--- src/rtl/mbd_pkg.sv ---
package mbd_pkg;

    typedef enum logic [1:0] {
        CYC_IDLE = 2'd0,
        CYC_ADDR = 2'd1,
        CYC_DATA = 2'd2
    } cyc_state_t;

endpackage

--- src/rtl/mbd_addr_hold.sv ---
module mbd_addr_hold #(
    parameter int W = 13
) (
    input  logic         clk,
    input  logic         rst_n,
    input  logic         cap_i,
    input  logic [W-1:0] d_i,
    output logic [W-1:0] q_o
);

    always_ff @(posedge clk or negedge rst_n) begin
        if (!rst_n) begin
            q_o <= '0;
        end else if (cap_i) begin
            q_o <= d_i;
        end
    end

    // a strobe edge loads the bus value
    p_capture_r1: assert property (@(posedge clk) disable iff (!rst_n)
        cap_i |=> (q_o == $past(d_i)));

    // without a strobe the held value does not move
    p_hold_r1: assert property (@(posedge clk) disable iff (!rst_n)
        !cap_i |=> $stable(q_o));

endmodule

--- src/rtl/mbd_cycle_fsm.sv ---
module mbd_cycle_fsm
    import mbd_pkg::*;
(
    input  logic clk,
    input  logic rst_n,
    input  logic as_i,
    input  logic ds_i,
    output logic addr_valid_o,
    output logic data_phase_o
);

    cyc_state_t state_q;
    cyc_state_t state_d;

    always_ff @(posedge clk or negedge rst_n) begin
        if (!rst_n) begin
            state_q <= CYC_IDLE;
        end else begin
            state_q <= state_d;
        end
    end

    always_comb begin
        state_d = state_q;
        if (as_i) begin
            state_d = CYC_ADDR;               // start / recapture
        end else begin
            unique case (state_q)
                CYC_IDLE: state_d = CYC_IDLE;                     // idle_hold
                CYC_ADDR: state_d = ds_i ? CYC_DATA : CYC_ADDR;   // data_on / wait
                CYC_DATA: state_d = ds_i ? CYC_DATA : CYC_IDLE;   // stay / data_off
                default:  state_d = CYC_IDLE;
            endcase
        end
    end

    always_comb begin
        addr_valid_o = 1'b0;
        data_phase_o = 1'b0;
        unique case (state_q)
            CYC_IDLE: ;
            CYC_ADDR: addr_valid_o = 1'b1;
            CYC_DATA: begin
                addr_valid_o = 1'b1;
                data_phase_o = 1'b1;
            end
            default: ;
        endcase
    end

    // DATA is never entered straight from IDLE
    p_no_skip_r3: assert property (@(posedge clk) disable iff (!rst_n)
        (state_q == CYC_IDLE) |=> (state_q != CYC_DATA));

    // address strobe always lands in ADDR
    p_recapture_r3: assert property (@(posedge clk) disable iff (!rst_n)
        as_i |=> (state_q == CYC_ADDR));

endmodule

--- src/rtl/mbd_sel_decode.sv ---
module mbd_sel_decode #(
    parameter int                          HI_W        = 4,
    parameter logic [(1<<(HI_W-1))-1:0]    PERIPH_MASK = 8'hB9
) (
    input  logic                         addr_valid_i,
    input  logic                         data_phase_i,
    input  logic                         ds_i,
    input  logic                         dm_i,
    input  logic [HI_W-1:0]              hi_i,
    output logic                         prog_cs_n_o,
    output logic                         cal_cs_n_o,
    output logic [(1<<(HI_W-1))-1:0]     per_cs_n_o
);

    localparam int CODE_W    = HI_W - 1;
    localparam int NUM_CODES = 1 << CODE_W;

    logic              per_group;
    logic              per_window;
    logic [CODE_W-1:0] code;

    assign code       = hi_i[CODE_W-1:0];
    assign per_group  = dm_i && !hi_i[HI_W-1];
    assign per_window = data_phase_i && ds_i && per_group;

    assign prog_cs_n_o = !(addr_valid_i && !dm_i);
    assign cal_cs_n_o  = !(addr_valid_i && dm_i && hi_i[HI_W-1]);

    for (genvar gi = 0; gi < NUM_CODES; gi++) begin : g_code
        if (PERIPH_MASK[gi]) begin : g_used
            assign per_cs_n_o[gi] = !(per_window && (code == CODE_W'(gi)));
        end else begin : g_unused
            assign per_cs_n_o[gi] = 1'b1;
        end
    end

endmodule

--- src/rtl/mbd_addr_decoder.sv ---
module mbd_addr_decoder #(
    parameter int                          AD_W        = 8,
    parameter int                          HI_W        = 4,
    parameter logic [(1<<(HI_W-1))-1:0]    PERIPH_MASK = 8'hB9
) (
    input  logic                         clk,
    input  logic                         rst_n,
    input  logic [AD_W-1:0]              ad_i,
    input  logic [HI_W-1:0]              hi_i,
    input  logic                         as_i,
    input  logic                         ds_i,
    input  logic                         dm_i,
    output logic [AD_W-1:0]              addr_lo_o,
    output logic                         prog_cs_n_o,
    output logic                         cal_cs_n_o,
    output logic [(1<<(HI_W-1))-1:0]     per_cs_n_o
);

    localparam int NUM_CODES = 1 << (HI_W - 1);
    localparam int HOLD_W    = 1 + HI_W + AD_W;

    logic [HOLD_W-1:0] held;
    logic [HI_W-1:0]   held_hi;
    logic              held_dm;
    logic              addr_valid;
    logic              data_phase;

    mbd_addr_hold #(.W(HOLD_W)) u_hold (
        .clk   (clk),
        .rst_n (rst_n),
        .cap_i (as_i),
        .d_i   ({dm_i, hi_i, ad_i}),
        .q_o   (held)
    );

    assign held_dm   = held[HOLD_W-1];
    assign held_hi   = held[AD_W +: HI_W];
    assign addr_lo_o = held[AD_W-1:0];

    mbd_cycle_fsm u_fsm (
        .clk          (clk),
        .rst_n        (rst_n),
        .as_i         (as_i),
        .ds_i         (ds_i),
        .addr_valid_o (addr_valid),
        .data_phase_o (data_phase)
    );

    mbd_sel_decode #(.HI_W(HI_W), .PERIPH_MASK(PERIPH_MASK)) u_dec (
        .addr_valid_i (addr_valid),
        .data_phase_i (data_phase),
        .ds_i         (ds_i),
        .dm_i         (held_dm),
        .hi_i         (held_hi),
        .prog_cs_n_o  (prog_cs_n_o),
        .cal_cs_n_o   (cal_cs_n_o),
        .per_cs_n_o   (per_cs_n_o)
    );

    // no peripheral select without the data strobe
    p_ds_gate_r8: assert property (@(posedge clk) disable iff (!rst_n)
        !ds_i |-> (&per_cs_n_o));

    // selects are mutually exclusive
    p_exclusive_r9: assert property (@(posedge clk) disable iff (!rst_n)
        $countones(~{prog_cs_n_o, cal_cs_n_o, per_cs_n_o}) <= 1);

    // program select only for held program-space cycles
    p_prog_space_r4: assert property (@(posedge clk) disable iff (!rst_n)
        !prog_cs_n_o |-> (!held_dm && addr_valid));

    // calibration select only for held data space with A11 set
    p_cal_space_r5: assert property (@(posedge clk) disable iff (!rst_n)
        !cal_cs_n_o |-> (held_dm && held_hi[HI_W-1]));

    // a peripheral select implies the data phase of a cycle
    p_per_phase_r3: assert property (@(posedge clk) disable iff (!rst_n)
        (~&per_cs_n_o) |-> data_phase);

    for (genvar gi = 0; gi < NUM_CODES; gi++) begin : g_chk
        if (!PERIPH_MASK[gi]) begin : g_unused
            // unused codes stay inactive
            p_unused_r7: assert property (@(posedge clk) disable iff (!rst_n)
                per_cs_n_o[gi]);
        end
    end

endmodule

--- config.mk ---
export PLATFORM = sky130hd
export DESIGN_NAME = mbd_addr_decoder
export DESIGN_NICKNAME = d
export VERILOG_FILES = /design/src/rtl/mbd_pkg.sv /design/src/rtl/mbd_addr_hold.sv /design/src/rtl/mbd_cycle_fsm.sv /design/src/rtl/mbd_sel_decode.sv /design/src/rtl/mbd_addr_decoder.sv
export SDC_FILE = /design/constraint.sdc
export NUM_CORES = 1
export LEC_CHECK = 0
export BUFFER_PORTS_ARGS = -buffer_cell sky130_fd_sc_hd__clkbuf_2
export CORE_UTILIZATION = 47
export CTS_CLUSTER_SIZE = 14
export DETAILED_ROUTE_END_ITERATION = 7
export GPL_ROUTABILITY_DRIVEN = 1
export PLACE_DENSITY = 0.81
export SYNTH_ARGS = -nofsm -noshare
export SYNTH_HDL_FRONTEND = slang
export SYNTH_HIERARCHICAL = 1
export SYNTH_SLANG_ARGS = --single-unit
--- constraint.sdc ---
create_clock -name clk -period 1.6 [get_ports clk]
set_input_delay 0 -clock clk [delete_from_list [all_inputs] [get_ports clk]]
set_output_delay 0 -clock clk [all_outputs]
set_load 0.01 [all_outputs]
# Word-level counts from Yosys, hierarchy flattened

Cells that the tools add are included.

Muxes and demuxes: 6
Reductions and logical operators: 22
Equal/unequal tests: 6

Operator list:

| kind               | number |
|---|---|
| $logic_and 1x1->1  | 11 |
| $eq 3x3->1 const B | 3 |
| $logic_not 1->1    | 9 |
| $mux 2             | 3 |
| $pmux 2 s2         | 1 |
| $eq 3x2->1 const B | 1 |
| $logic_not 3->1    | 1 |
| $eq 2x1->1 const B | 1 |
| $eq 2x2->1 const B | 1 |
| $mux 1             | 2 |
| $reduce_or 2->1    | 1 |

Input port bits: 17
Output and inout port bits: 18
Register bits: 15
Logic and storage cells: 36

# Longest topological paths before layout

Gate-level depths: netlist of the first run.

Depth after elaboration: 6
Mapped depth: 4
Gate-level depth less buffers: 4

# Hierarchy

Netlist of the first run, hierarchy kept.

By module, submodules not included:

| module         | cells each | area each (µm²) | instances | seq. area each (µm²) |
|---|---|---|---|---|
| mbd_addr_hold  | 27         | 520.5           | 1         | 325.3 |
| mbd_cycle_fsm  | 11         | 115.1           | 1         | 50.0 |
| mbd_sel_decode | 13         | 88.8            | 1         | 0.0 |

# Least setup slack after synthesis of the first run

OpenSTA, ideal clock, no wires.

Path type: flip-flop to output port
From: reg u_fsm.state_q[0]
To: out per_cs_n_o[5]
Cell stages (with the launch flop): 5
Setup slack: 0.630 ns
Data required time: 1.600 ns
Buffers on the path: 0
Arrival time: 0.970 ns
Cells stage by stage: dfrtp_1 > inv_1 > ha_1 > and4b_2 > nand4b_1

Word-level cells in the longest chain between the ends: 6

RTL lines:

| item                            | line                   | RTL |
|---|---|---|
| start, declared                 | mbd_cycle_fsm.sv:12    | `cyc_state_t state_q;` |
| start signal, assigned          | mbd_cycle_fsm.sv:19    | `state_q <= state_d;` |
| $eq 2x2->1                      | mbd_cycle_fsm.sv:40    | `unique case (state_q)` |
| $mux 1                          | mbd_cycle_fsm.sv:40    |  |
| named net data_phase            | mbd_addr_decoder.sv:26 | `logic data_phase;` |
| $logic_and 1x1->1 (2 in series) | mbd_sel_decode.sv:24   | `assign per_window = data_phase_i && ds_i && per_group;` |
| $logic_and 1x1->1               | mbd_sel_decode.sv:31   | `assign per_cs_n_o[gi] = !(per_window && (code == CODE_W'(gi)));` |
| $logic_not 1->1                 | mbd_sel_decode.sv:31   |  |
| end, declared                   | mbd_addr_decoder.sv:16 | `output logic [(1<<(HI_W-1))-1:0] per_cs_n_o` |

The timed path passes the listed nets, and every way through them passes these cells.

# Final worst setup path of the first run

From: reg u_fsm.state_q[0]
To: out per_cs_n_o[3]

Same word-level chain as after synthesis.

==> metrics.csv, run 1 <==
metric,value,unit
Mean Syn Cell Area,14.2,um2
DR vias,544,
Resized cells post-CTS,0,
fin nets,119,
Leak,0.539,nW
Placer Congestion,0.615,
clk_lat worst skew,0.27,ns
share of layout cells above drive strength 1,0.505,
Clock Skews,0.0000359,ns
setup TNS,0,ns
initial antenna violation count,0,
crit path capture type,output pin,
total power,838,uW
CTS tree,yes,
CP Max Fanout,5,
die footprint,1700,um2
DRC viols,0,
Max Clk Rate,708,MHz
CTS root buffer,clkbuf_4,
status,completed,
drt via density,4.77,
post-synthesis sequential area ratio,0.518,
slowest CP cell,dfrtp_1,
Max Slew Vio Count,0,
pwr dens,799,nW/um2
FF-to-FF Start,u_fsm/state_q[0]$_DFF_PN0_,
CP peak stage delay,0.38,ns
Sw Share,0.256,
Ports,35,
reg-to-reg endpoint,u_fsm/state_q[1]$_DFF_PN0_,
final period utilization,0.882,
Crit path arrival time,1.41,ns
Iteration-0 DRC Markers,1,
Pre-antenna DRT Iters,4,
Finished Layout Cells,114,
Layout Utilization,0.767,
final setup vio count,0,
Die Ht,41.3,um
CP Buf/Inv Count,2,
crit-path cells,"inv_1, ha_1, and4b_2, nand4b_1, clkbuf_2",
Cells after DPL,95,
synthesis-to-layout area growth,44.7,%
global-route wire length before repair,2.16,mm
YS warnings,6,
Max clock buf depth,2,
initial core utilization,0.530,
Comb power frac,0.220,
Core Area,1370,um2
Num CTS Buffers,3,
htree depth,1,
Tightest Hold Check Type,input port to asynchronous set/reset pin,
flop and latch count out of synthesis,15,
Routed wire per std cell,12.2,um
number of routed nets with antenna violations,0,
RSZ-0062 raised after global routing,no,
Worst Reg2Reg Path Length in Cells,3,
final WL,1.39,mm
sequential power share,0.529,
grt ovf,0,
dpl hpwl,921,um
largest net degree at the start of global routing,16,
diode count,0,
"Req. time, crit path",1.60,ns
clock share of power,0.251,
Site Rows,13,
Net Switching,214,uW
type of the worst setup path,flip-flop to output pin,
clk sinks,15,
min Tclk post-route,1.41,ns
die width,41.3,um
Yosys cell types,17,
"Hold Violations, Final",0,
Peak VDD IR,0.536,mV
vias in the first global route,502,
Synth Cell Area,724,um2
CTS clock-pin slew for the worst setup and hold paths,0.08,ns
Top delay family on crit path,simple AND/OR/NAND/NOR gates,
Post-CTS Setup Bufs,0,
Int Pwr,623,uW
max-cap viol count,0,
all-layer global routing usage,0.211,
reg-to-reg setup timing slack,0.54,ns
crit start category,flip-flop,
Post-Syn Instances,51,
buffers added on ports,31,
-- power by group through the flow --
stage	registers (mW)	clock network [mW]	logic, mW
after floorplan	0.454	0	0.0916
after global placement	0.448	0	0.151
after detailed placement	0.449	0	0.156
after CTS	0.443	0.216	0.184
after global routing	0.449	0.239	0.203
final	0.443	0.210	0.184
-- how the worst max path moves through the flow --
| stage | startpoint | endpoint | slack (ns) | depth (start not counted) |
|---|---|---|---|---|
| global route | u_fsm/state_q[0]$_DFF_PN0_ | per_cs_n_o[3] | 0.07 | 5 |
| finish | u_fsm/state_q[0]$_DFF_PN0_ | per_cs_n_o[3] | 0.19 | 5 |
| global placement | u_fsm/state_q[0]$_DFF_PN0_ | per_cs_n_o[7] | 0.55 | 5 |
| CTS | u_fsm/state_q[0]$_DFF_PN0_ | per_cs_n_o[3] | 0.19 | 5 |
| floorplan | u_fsm/state_q[0]$_DFF_PN0_ | per_cs_n_o[5] | 0.63 | 4 |
| detailed placement | u_fsm/state_q[0]$_DFF_PN0_ | per_cs_n_o[3] | 0.50 | 5 |
-- layer usage --
metal	vias to the layer above	GRT usage	part of all wire
met3	2	0.0489	0.055
met2	25	0.375	0.53
met1	250	0.237	0.42
met4	0	0.0968	0.0022
met5	-	0	0
li1	267	-	-
-- synth_stat cells --
| master | number | share of area |
|---|---|---|
| a21o_2 | 1 | 0.012 |
| conb_1 | 1 | 0.0052 |
| buf_6 | 1 | 0.016 |
| nand2b_1 | 1 | 0.0086 |
| nand3b_1 | 1 | 0.010 |
| nand4_1 | 1 | 0.0086 |
| buf_4 | 3 | 0.031 |
| and4b_2 | 1 | 0.016 |
| dfrtp_1 | 15 | 0.52 |
| mux2_2 | 3 | 0.047 |
| inv_1 | 4 | 0.021 |
| mux2_4 | 10 | 0.21 |
| nand3_1 | 2 | 0.014 |
| nand4b_1 | 2 | 0.024 |
| nor2_1 | 2 | 0.010 |
| ha_1 | 2 | 0.035 |
| nor4_2 | 1 | 0.017 |
-- metrics by stage --
| stage | hold WS, ns | instance area, um2 | setup slack [ns] |
|---|---|---|---|
| floorplan | -0.296 | 732 | 0.630 |
| CTS | 0.154 | 1050 | 0.185 |
| finish | 0.150 | 1050 | 0.189 |
| global placement | -0.0789 | 872 | 0.552 |
| global route | 0.175 | 1050 | 0.0686 |
| detailed placement | -0.0730 | 872 | 0.502 |
-- area by class of cell --
cell class                 count  area, um2
fill                          99        318
timing repair buffer          46        305
clock buffer                   4       26.3
multi-input combinational     30        308
tap                           15       18.8
sequential                    15        375
inverter                       4       15.0
-- sequential cells by signal, summed over array words and instances (netlist names) --
| signal | cells |
|---|---|
| u_fsm/state_q | 2 |
| u_hold/q_o | 13 |
-- cells by family after synthesis --
logic type	share of synthesized area
flops	0.518
compound gates	0.0121
other cells	0.00518
mux	0.254
buf+inv	0.0673
simple gates	0.109
fa+ha+maj	0.0345
-- timing repair --
| item | in CTS | in global routing |
|---|---|---|
| hold buffers | 15 | 0 |
| endpoints found under the hold margin | 29 | 0 |
| setup endpoints to repair | 0 | 0 |
-- layout by cell type (no fill, tap or decap) --
master | synthesis | layout
inv_1 | 4 | 4
dlygate4sd3_1 | 0 | 15
nor4_2 | 1 | 1
clkbuf_2 | 0 | 31
clkbuf_1 | 0 | 1
nand4b_1 | 2 | 2
dfrtp_1 | 15 | 15
ha_1 | 2 | 2
conb_1 | 1 | 3
and4b_2 | 1 | 1
nand2b_1 | 1 | 1
clkbuf_4 | 0 | 3
nor2_1 | 2 | 2
mux2_4 | 10 | 10
nand3b_1 | 1 | 1
a21o_2 | 1 | 1
mux2_2 | 3 | 3
nand4_1 | 1 | 1
nand3_1 | 2 | 2
Power figures use the tool's default switching activity.
==> run 2, diff against run 1 <==
ABC_AREA = 1   (was not set)
==> metrics.csv, run 2 <==
metric,value,unit
status,completed,
die footprint,1700,um2
fin area,1040,um2
die width,41.2,um
Critical path origin,u_fsm/state_q[0]$_DFF_PN0_,
global-route wire length before repair,2.45,mm
Int Pwr,582,uW
Crit path arrival time,1.33,ns
fin nets,162,
slowest CP cell,dfrtp_1,
all-layer global routing usage,0.225,
crit-path cells,"inv_1, ha_1, nand2_1, nor2_2, nand2_1, clkbuf_2",
"commonest non-fill, non-tap cell in the layout",nand2_1,
Resized cells post-CTS,0,
max reg flops,13,
"Hold Violations, Final",0,
share of layout cells above drive strength 1,0.268,
final period utilization,0.833,
Max Slew Vio Count,0,
crit path capture type,output pin,
setup TNS,0,ns
Reg with most FFs,u_hold/q_o,
Comb power frac,0.209,
CTS clock-pin slew for the worst setup and hold paths,0.09,ns
vias in the first global route,614,
Num CTS Buffers,3,
largest net degree at the start of global routing,16,
reg-to-reg setup timing slack,0.59,ns
fraction of registers with async set/reset,1.00,
initial core utilization,0.528,
Peak VDD IR,0.661,mV
type of the worst setup path,flip-flop to output pin,
Placed Area,862,um2
Yosys top cell by area,dfrtp_1,
clock share of power,0.257,
grt ovf,0,
top flop regs,"u_hold/q_o x13, u_fsm/state_q x2",
top cell type's share of synthesized area,0.520,
Max Clk Rate,750,MHz
Worst Reg2Reg Path Length in Cells,5,
final setup vio count,0,
total power,810,uW
Post-CTS Setup Bufs,0,
post-synthesis sequential area ratio,0.520,
Clock Skews,0.0000658,ns
Site Rows,13,
Net Switching,228,uW
number of routed nets with antenna violations,0,
clk_lat worst skew,0.27,ns
crit start category,flip-flop,
DR vias,724,
# hold bufs at CTS,15,
"Req. time, crit path",1.60,ns
final WL,1.58,mm
max-cap viol count,0,
buffers added on ports,31,
YS warnings,6,
min Tclk post-route,1.33,ns
Mean Syn Cell Area,7.60,um2
Leak,0.608,nW
Placer Congestion,0.718,
CP peak stage delay,0.39,ns
Hold Path Depth,3,
sequential power share,0.535,
CTS root buffer,clkbuf_4,
Setup crit end,per_cs_n_o[0],
pwr dens,779,nW/um2
DRC viols,0,
Sw Share,0.281,
synthesis-to-layout area growth,44.0,%
Critical Path Most Common Cell,nand2_1,
reg-to-reg endpoint,u_fsm/state_q[1]$_DFF_PN0_,
initial antenna violation count,0,
FF-to-FF Start,u_fsm/state_q[0]$_DFF_PN0_,
"commonest non-fill, non-tap cells in the layout","nand2_1, clkbuf_2, dlygate4sd3_1, dfrtp_1, inv_1",
Yosys cell types,12,
clk sinks,15,
Post-synth top cells,"nand2_1, dfrtp_1, inv_1",
Max clock buf depth,2,
diode count,0,
drt via density,4.61,
Synth area leaders,"dfrtp_1, nand2_1, inv_1, buf_4, nor2_1",
RSZ-0062 raised after global routing,no,
Die Ht,41.2,um
Core Area,1370,um2
Tightest Hold Check Type,input port to flip-flop,
CTS tree,yes,
Ports,35,
Post-Syn Instances,95,
Post-synth EDFFs,0,
Pre-antenna DRT Iters,4,
most frequent cell after synthesis,nand2_1,
htree depth,1,
Most used DFF post-synth,dfrtp_1,
Iteration-0 DRC Markers,17,
dpl hpwl,990,um
CP Max Fanout,5,
Routed wire per std cell,10.1,um
flop and latch count out of synthesis,15,
Synth Cell Area,722,um2
==> run 2: power by group through the flow <==
stage                     logic, mW  registers (mW)  clock network, mW
final                         0.169           0.433              0.208
after global routing          0.193           0.437              0.226
after CTS                     0.167           0.433              0.216
after detailed placement      0.138           0.440                  0
after global placement        0.134           0.439                  0
after floorplan              0.0767           0.446                  0
==> run 2: worst min path at each step <==
stage          start                          to
2_1_floorplan  rst_n  u_fsm/state_q[0]$_DFF_PN0_
3_3_place_gp   rst_n   u_hold/q_o[0]$_DFFE_PN0P_
3_5_place_dp   rst_n  u_hold/q_o[12]$_DFFE_PN0P_
4_1_cts         as_i   u_hold/q_o[5]$_DFFE_PN0P_
5_1_grt         as_i  u_hold/q_o[12]$_DFFE_PN0P_
6_report        as_i   u_hold/q_o[5]$_DFFE_PN0P_
==> run 2: critical path: cells and delay by family (launching register included) <==
| family | cells | cell delay, ns |
|---|---|---|
| adder cells (fa/ha/maj) | 1 | 0.16 |
| buffers and inverters | 2 | 0.18 |
| AND/OR/NAND/NOR | 3 | 0.32 |
| flip-flops | 1 | 0.39 |
==> run 2: routing by layer <==
layer / global-route usage / wire [um] / vias to the layer above
li1: - / - / 365
met1: 0.269 / 637 / 328
met2: 0.395 / 850 / 29
met3: 0.0380 / 80 / 2
met4: 0.0968 / 11 / 0
met5: 0 / 0 / -
==> run 2: logic make-up (layout without fill, tap and decap cells) <==
group | after synthesis | after routing | synth area share
flip-flops | 15 | 15 | 0.520
AO/OA/AOI/OAI | 1 | 1 | 0.00693
AND/OR/NAND/NOR | 60 | 60 | 0.319
other | 1 | 3 | 0.00519
buffers and inverters | 16 | 61 | 0.114
adder cells (fa/ha/maj) | 2 | 2 | 0.0347
==> run 2: final cells by class <==
type | instances | area [um2]
sequential | 15 | 375
fill | 105 | 327
timing repair buffer | 46 | 305
multi-input combinational | 66 | 272
inverter | 11 | 41.3
clock buffer | 3 | 22.5
tap | 15 | 18.8
clock inverter | 1 | 5.00
==> run 2: stage by stage <==
step	utilization	hold WS (ns)	setup slack (ns)	std cells
final	0.761	0.125	0.267	157
after detailed placement	0.631	-0.0723	0.564	138
after global routing	0.761	0.158	0.124	157
after global placement	0.631	-0.0745	0.620	138
after floorplan	-	-0.296	0.687	97
after CTS	0.761	0.112	0.248	157
==> run 3, diff against run 2 <==
CORE_UTILIZATION = 39   (was 47)
PLACE_DENSITY = 0.72   (was 0.81)
clock period = 1.1 ns   (was 1.6 ns; I/O delays follow)
==> metrics.csv, run 3 (synthesized netlist as in run 2, its figures left out) <==
metric,value,unit
global-route wire length before repair,2.82,mm
status,"complete, but fails checks",
Fillers,166,
fin nets,166,
buffers added on ports,31,
fin area,1120,um2
die footprint,2030,um2
Peak VDD IR,0.718,mV
Max clock buf depth,2,
"Req. time, crit path",1.10,ns
die width,45.0,um
DR vias,716,
CTS tree,yes,
Die Ht,45.0,um
Crit path arrival time,1.24,ns
"commonest non-fill, non-tap cells in the layout","nand2_1, clkbuf_2, dlygate4sd3_1, dfrtp_1, inv_1",
clk sinks,15,
type of the worst setup path,flip-flop to output pin,
"Hold Violations, Final",0,
violated checks,setup timing,
DRC viols,0,
vias in the first global route,669,
Max Slew Vio Count,0,
clock share of power,0.254,
crit path capture type,output pin,
crit start category,flip-flop,
Routed wire per std cell,9.26,um
Core Area,1730,um2
Max Clk Rate,806,MHz
Reg with most FFs,u_hold/q_o,
worst setup margin,-0.140,ns
Layout Utilization,0.650,
share of layout cells above drive strength 1,0.315,
pwr dens,1090,nW/um2
Tightest Hold Check Type,input port to flip-flop,
dpl hpwl,1.01,mm
final setup vio count,7,
number of routed nets with antenna violations,0,
largest net degree at the start of global routing,16,
initial antenna violation count,0,
min Tclk post-route,1.24,ns
max reg flops,13,
grt ovf,0,
Sw Share,0.283,
Ports,35,
all-layer global routing usage,0.190,
CP Max Fanout,5,
Num CTS Buffers,3,
Net Switching,346,uW
CTS root buffer,clkbuf_4,
Leak,0.632,nW
CTS clock-pin slew for the worst setup and hold paths,0.09,ns
"commonest non-fill, non-tap cell in the layout",nand2_1,
final WL,1.58,mm
Int Pwr,878,uW
RSZ-0062 raised after global routing,yes,
synthesis-to-layout area growth,55.5,%
final period utilization,1.13,
clk_lat worst skew,0.27,ns
Site Rows,15,
initial core utilization,0.418,
diode count,0,
sequential power share,0.517,
Pre-antenna DRT Iters,4,
max-cap viol count,0,
Comb power frac,0.228,
Iteration-0 DRC Markers,3,
Clock Skews,0.000517,ns
htree depth,1,
top flop regs,"u_hold/q_o x13, u_fsm/state_q x2",
Placed Area,875,um2
drt via density,4.19,
Placer Congestion,0.736,
==> run 3: worst paths after layout <==
| path | startpoint | to | slack (ns) | depth (start not counted) |
|---|---|---|---|---|
| hold / removal | as_i | u_hold/q_o[10]$_DFFE_PN0P_ | 0.11 | 3 |
| hold reg to reg | u_hold/q_o[5]$_DFFE_PN0P_ | u_hold/q_o[5]$_DFFE_PN0P_ | 0.48 | 2 |
| setup / recovery | u_fsm/state_q[0]$_DFF_PN0_ | per_cs_n_o[4] | -0.14 | 6 |
| setup reg to reg | u_fsm/state_q[1]$_DFF_PN0_ | u_fsm/state_q[1]$_DFF_PN0_ | 0.02 | 5 |
| max in group asynchronous | rst_n | u_hold/q_o[4]$_DFFE_PN0P_ | 0.68 | 2 |
| min in group asynchronous | rst_n | u_hold/q_o[10]$_DFFE_PN0P_ | 0.17 | 2 |
==> run 3: area by class of cell <==
class	instances	area [um2]	area share
Inverter	11	43.8	0.0390
Multi-Input combinational cell	66	304	0.271
Sequential cell	15	375	0.334
Tap cell	25	31.3	0.0279
Timing Repair Buffer	50	342	0.304
Clock buffer	4	26.3	0.0234
==> run 3: critical path: stages, from the launching register on <==
cell,delay (ns)
dfrtp_1,0.39
inv_2,0.07
ha_4,0.14
nand2_4,0.05
nor2_4,0.11
nand2_1,0.06
buf_2,0.13
==> run 3: through the flow <==
step	hold WS, ns	TNS (ns)	total power, mW	setup WS, ns	instances
detailed placement	-0.0707	0	0.840	0.0642	148
floorplan	-0.296	0	0.760	0.187	97
CTS	0.111	-0.795	1.22	-0.124	170
global placement	-0.0742	0	0.835	0.113	148
finish	0.111	-0.836	1.22	-0.140	171
global route	0.155	-1.32	1.30	-0.202	171
==> run 3: timing repair <==
item,in CTS,in global routing
hold buffers,15,0
endpoints found under the setup margin,7,8
setup buffers,3,1
resized for setup,8,5
pin swaps,6,1
hold endpoints to repair,30,0
==> run 3: power by group through the flow <==
stage / Combinational, mW / Sequential (mW) / Clock (mW)
6_report: 0.280 / 0.633 / 0.311
3_5_place_dp: 0.200 / 0.640 / 0
5_1_grt: 0.315 / 0.642 / 0.345
3_3_place_gp: 0.195 / 0.640 / 0
4_1_cts: 0.268 / 0.633 / 0.317
2_1_floorplan: 0.112 / 0.649 / 0
==> run 3: metal layers <==
layer  routed length [um]  up-vias  global-route usage
met2                  812       25               0.328
met3                   78        0              0.0280
met5                    0        -                   0
met1                  691      315               0.247
li1                     -      376                   -
met4                    0        0              0.0545
